### config.mk
export PLATFORM = sky130hd
export DESIGN_NAME = hdlc_rx_len_ctr
export DESIGN_NICKNAME = d
export VERILOG_FILES = /design/src/rtl/hdlc_rlc_pkg.sv /design/src/rtl/rlc_seq.sv /design/src/rtl/rlc_len_ctr.sv /design/src/rtl/rlc_fill_trk.sv /design/src/rtl/hdlc_rx_len_ctr.sv
export SDC_FILE = /design/constraint.sdc
export NUM_CORES = 1
export LEC_CHECK = 0
export BUFFER_PORTS_ARGS = -buffer_cell sky130_fd_sc_hd__buf_2
export CORE_ASPECT_RATIO = 1.25
export CORE_MARGIN = 3
export CORE_UTILIZATION = 27
export DETAILED_ROUTE_END_ITERATION = 7
export MAX_ROUTING_LAYER = met4
export SLEW_MARGIN = 20
export SYNTH_ARGS = -nofsm -noshare
export SYNTH_HDL_FRONTEND = slang
export SYNTH_SLANG_ARGS = --single-unit
### constraint.sdc
create_clock -name clk -period 2.5 [get_ports clk]
set_input_delay 0.375 -clock clk [delete_from_list [all_inputs] [get_ports clk]]
set_output_delay 0.375 -clock clk [all_outputs]
set_load 0.03 [all_outputs]
### src/rtl/hdlc_rlc_pkg.sv
package hdlc_rlc_pkg;

    // Default widths of the counter datapath
    localparam int LEN_W   = 12;  // frame length bits, saturates at 2**LEN_W-1
    localparam int CHUNK_W = 5;   // FIFO chunk of 2**CHUNK_W bytes
    localparam int STAT_W  = 8;   // status byte width

    // Frame reception state
    typedef enum logic [1:0] {
        ST_IDLE = 2'd0,   // waiting for the first byte of a frame
        ST_RECV = 2'd1,   // frame in progress
        ST_DONE = 2'd2    // message end raised, waiting for host acknowledge
    } rlc_state_e;

    // Per-cycle control decisions from the sequencer to the counters
    typedef struct packed {
        logic start;   // first byte of a new frame: clear and load
        logic accept;  // a byte is taken into the frame
        logic last;    // the frame ends this cycle
    } rlc_ctl_s;

    // Saturating increment: returns the value plus one unless already at all ones
    function automatic logic [LEN_W-1:0] sat_inc(input logic [LEN_W-1:0] v);
        return (&v) ? v : v + 1'b1;
    endfunction

endpackage

### src/rtl/rlc_seq.sv
module rlc_seq
    import hdlc_rlc_pkg::*;
(
    input  logic       clk,
    input  logic       rst,
    input  logic       byte_vld,
    input  logic       eof_vld,
    input  logic       host_rd,
    output rlc_ctl_s   ctl,
    output rlc_state_e state,
    output logic       msg_end
);

    rlc_state_e state_q, state_d;
    logic       msg_end_q;

    always_comb begin
        ctl     = '0;
        state_d = state_q;
        case (state_q)
            ST_IDLE: begin
                if (byte_vld) begin
                    ctl.start  = 1'b1;
                    ctl.accept = 1'b1;
                    ctl.last   = eof_vld;
                    state_d    = eof_vld ? ST_DONE : ST_RECV;
                end
            end
            ST_RECV: begin
                ctl.accept = byte_vld;
                ctl.last   = eof_vld;
                if (eof_vld) state_d = ST_DONE;
            end
            ST_DONE: begin
                if (host_rd) state_d = ST_IDLE;
            end
            default: state_d = ST_IDLE;
        endcase
    end

    always_ff @(posedge clk) begin
        if (rst) begin
            state_q   <= ST_IDLE;
            msg_end_q <= 1'b0;
        end else begin
            state_q   <= state_d;
            msg_end_q <= ctl.last;
        end
    end

    assign state   = state_q;
    assign msg_end = msg_end_q;

endmodule

### src/rtl/rlc_len_ctr.sv
module rlc_len_ctr
    import hdlc_rlc_pkg::*;
(
    input  logic             clk,
    input  logic             rst,
    input  rlc_ctl_s         ctl,
    output logic [LEN_W-1:0] len,
    output logic             ovf
);

    logic [LEN_W-1:0] len_q;
    logic             ovf_q;
    logic             at_max;

    assign at_max = &len_q;

    always_ff @(posedge clk) begin
        if (rst) begin
            len_q <= '0;
            ovf_q <= 1'b0;
        end else if (ctl.start) begin
            len_q <= LEN_W'(1);
            ovf_q <= 1'b0;
        end else if (ctl.accept) begin
            len_q <= sat_inc(len_q);
            if (at_max) ovf_q <= 1'b1;
        end
    end

    assign len = len_q;
    assign ovf = ovf_q;

endmodule

### src/rtl/rlc_fill_trk.sv
module rlc_fill_trk
    import hdlc_rlc_pkg::*;
#(
    parameter int CW = CHUNK_W
) (
    input  logic        clk,
    input  logic        rst,
    input  rlc_ctl_s    ctl,
    output logic [CW:0] fill,
    output logic        chunk,
    output logic        eom
);

    logic [CW-1:0] resid_q;
    logic          chunk_q;
    logic          eom_q;

    always_ff @(posedge clk) begin
        if (rst) begin
            resid_q <= '0;
            chunk_q <= 1'b0;
            eom_q   <= 1'b0;
        end else begin
            chunk_q <= ctl.accept && !ctl.start && (&resid_q);
            if (ctl.start)       resid_q <= CW'(1);
            else if (ctl.accept) resid_q <= resid_q + 1'b1;
            if (ctl.last)        eom_q   <= 1'b1;
            else if (ctl.start)  eom_q   <= 1'b0;
        end
    end

    assign fill  = {1'b0, resid_q} + {{CW{1'b0}}, eom_q};
    assign chunk = chunk_q;
    assign eom   = eom_q;

endmodule

### src/rtl/hdlc_rx_len_ctr.sv
module hdlc_rx_len_ctr
    import hdlc_rlc_pkg::*;
(
    input  logic              clk,
    input  logic              rst,
    input  logic              byte_vld,
    input  logic              eof_vld,
    input  logic [STAT_W-1:0] eof_stat,
    input  logic              host_rd,
    output logic [LEN_W-1:0]  frame_len,
    output logic              len_ovf,
    output logic [CHUNK_W:0]  fifo_fill,
    output logic              chunk_rdy,
    output logic              msg_end,
    output logic [STAT_W-1:0] frame_stat
);

    rlc_ctl_s          ctl;
    rlc_state_e        state;
    logic              eom;
    logic [STAT_W-1:0] stat_q;

    rlc_seq u_seq (
        .clk      (clk),
        .rst      (rst),
        .byte_vld (byte_vld),
        .eof_vld  (eof_vld),
        .host_rd  (host_rd),
        .ctl      (ctl),
        .state    (state),
        .msg_end  (msg_end)
    );

    rlc_len_ctr u_len (
        .clk (clk),
        .rst (rst),
        .ctl (ctl),
        .len (frame_len),
        .ovf (len_ovf)
    );

    rlc_fill_trk #(.CW(CHUNK_W)) u_fill (
        .clk   (clk),
        .rst   (rst),
        .ctl   (ctl),
        .fill  (fifo_fill),
        .chunk (chunk_rdy),
        .eom   (eom)
    );

    always_ff @(posedge clk) begin
        if (rst)           stat_q <= '0;
        else if (ctl.last) stat_q <= eof_stat;
    end

    assign frame_stat = stat_q;

endmodule

==> metrics <==
fin. max-slew vios=0; CTS tree=built; Hold Path Class=input port to register; Int Power=between 900 and 1000 µW; Leakage=around 0.00083 µW; top_reg_cell synth=dfxtp_1; asr flop ratio synth=0; residual antenna-violating net count after detailed routing=0; Post-Place Worst Slack=about 850 ps; Worst-Margin Slew=just under 500 ps; vias=1252; post-route insts no fill=260; # setup viols final=0; crit path kind=register to primary output; WL per Instance=between 10 and 15 µm; Hold-fix buffers, CTS=0; unrepaired setup endpoints after global routing=false; switching pwr=277 µW; FF+latch count, synth=31; crit path from=u_fill.resid_q[0]; CTS Buffer Depth=2; antenna cells=0; synthesized instance count=~160; Arrival @ worst endpoint=about 1500 ps; filler cell count=approximately 520; Synth Net Count=174; CTS H-tree depth=2; number of remaining DRC errors=0; Clock Power Share=0.483; core area=just under 5000 µm²; initial DRC count=37; Ys Warns=0; DRT Pass-1 Iters=4; Slew headroom=0.673; Vias/cell=4.82; vias in the first global route=roughly 1200; Fin Clk Skew=7.11 ps; top cells by count, synth=dfxtp_1, nor2_1, nand2_1; initial antenna violation count=0; maximum vdd ir drop=between 0.3 and 0.4 mV; post-DP HPWL=2230 µm; CP max FO=5; sequential-to-total area share from yosys stat=0.444; Hold Crit Start=eof_vld; # Post-CTS Setup Buffers=0; most frequent cell after synthesis=dfxtp_1; PortBufs=41; fmax=between 500 and 600 MHz; overall die area=~6000 µm²; CTS buffer count=5; DP Area=1660 µm²; max cap viols=0; design area=~1800 µm²; final WL=around 3000 µm; fin worst setup slack=about 600 ps; post-placement cell count=around 250; die extent in y=roughly 86 µm; fraction of layout cells with a size suffix above 1=0.275; final setup TNS=0 ps; Sw Share=0.227; share of the synthesized area in the top cell type=0.444; post-cts resize count=0; GP Congestion=about 0.78; Setup crit end kind=primary output; Nets=217; Crit Reg-Reg Startpoint=u_len.len[0]; Hold Fails Final Rpt=0; crit share post-route=0.763; row count=28; PD cells=a little under 700 nW/µm²; Distinct cells, synth=35; Global Route Usage Sum=0.106; I/O pin count=42; Syn Std Cell Area=1400 µm²; number of synthesized flops with an enable pin=0; gr ovfl total=0; CTS root buf=clkbuf_8; first-pass GRT wire length=5130 µm; Syn-to-layout area delta=28.4%; largest net degree at the start of global routing=17; final core occ=0.368; cell taking the most area after synthesis=dfxtp_1; Tmin final=1910 ps; Synth Area per Inst=roughly 9.0 µm²; outcome=complete, no violations; Synth area leaders=dfxtp_1, mux2i_1, nor2_1, ha_1, a21oi_1; sequential power share=0.427; critical path required time=between 2000 and 2500 ps; clock slew seen by the registers of the worst setup and hold paths=70 ps; worst-skew pair later-pin latency=280 ps; Combinational Power Share=0.090; clock sink total=31; DIE WIDTH=around 70 µm; CP Launch Type=register; Initial Util=0.287
per-stage QoR:
stage | power, µW | hold slack, ps
4_1_cts | 1240 | 259
3_5_place_dp | 645 | 456
2_1_floorplan | 610 | 433
6_report | 1220 | 266
5_1_grt | 1280 | 254
3_3_place_gp | 643 | 455
flip-flops by register name, summed over array words and instances (netlist names):
| register | flops |
|---|---|
| frame_stat | 8 |
| u_fill.chunk | 1 |
| u_fill.eom | 1 |
| u_fill.resid_q | 5 |
| u_len.len | 12 |
| u_len.ovf | 1 |
| u_seq.msg_end | 1 |
| u_seq.state | 2 |
layout make-up:
class                   count  area [µm²]  area share
clock buffers               5        68.8      0.0384
clock inverters             3        67.6      0.0377
inverters                   4        15.0     0.00837
multi-input cells         114         727       0.405
flip-flops and latches     31         621       0.346
well taps                  60        75.1      0.0418
repair buffers             43         220       0.123
metal layers:
| metal | vias to the layer above | wire length [µm] | global-route usage |
|---|---|---|---|
| met4 | 0 | 42 | 0.0366 |
| met3 | 5 | 194 | 0.0371 |
| met2 | 36 | 1330 | 0.169 |
| met1 | 563 | 1430 | 0.125 |
| met5 | - | 0 | - |
| li1 | 648 | - | - |
critical path, cell delays in order, from the launching register on:
cell and delay [ps]:
dfxtp_1 400, ha_1 220, ha_1 190, nand3_1 100, xnor2_1 130, buf_2 210
worst paths after layout:
check / depth (start not counted) / slack (ps) / end
min: 2 / 270 / u_seq.state[0]
max: 5 / 590 / fifo_fill[4]
min reg2reg: 1 / 470 / u_fill.eom
max reg2reg: 4 / 930 / u_len.len[9]
kinds of logic (layout without fill, tap and decap cells):
| kind of cell | count (synthesis) | in the layout | share of synthesized area |
|---|---|---|---|
| AND/OR/NAND/NOR | 65 | 65 | 0.247 |
| buffers and inverters | 11 | 55 | 0.0358 |
| multiplexers | 9 | 9 | 0.0645 |
| XOR/XNOR | 5 | 5 | 0.0313 |
| AO/OA/AOI/OAI | 30 | 30 | 0.132 |
| flip-flops | 31 | 31 | 0.444 |
| adder cells (fa/ha/maj) | 5 | 5 | 0.0448 |
layout by cell type, fill, tap and decap left out, drive strengths merged, types with 3 or more instances in the layout:
cell and instances:
ha 5, dfxtp 31, o31ai 3, clkbuf 5
nand3 7, or3 3, o21ai 5, a21oi 12
a211oi 3, and3 6, nand4 3, buf 43
inv 4, mux2i 9, xor2 3, or4 3
nor2 20, nand2 13
power groups by stage:
stage                     Combinational, µW  Sequential (µW)  Clock [µW]
final                                   110              522         592
after global routing                    121              525         629
after detailed placement                111              534           0
after floorplan                        58.3              551           0
after global placement                  110              533           0
after CTS                               111              522         604
Power figures use the tool's default switching activity.
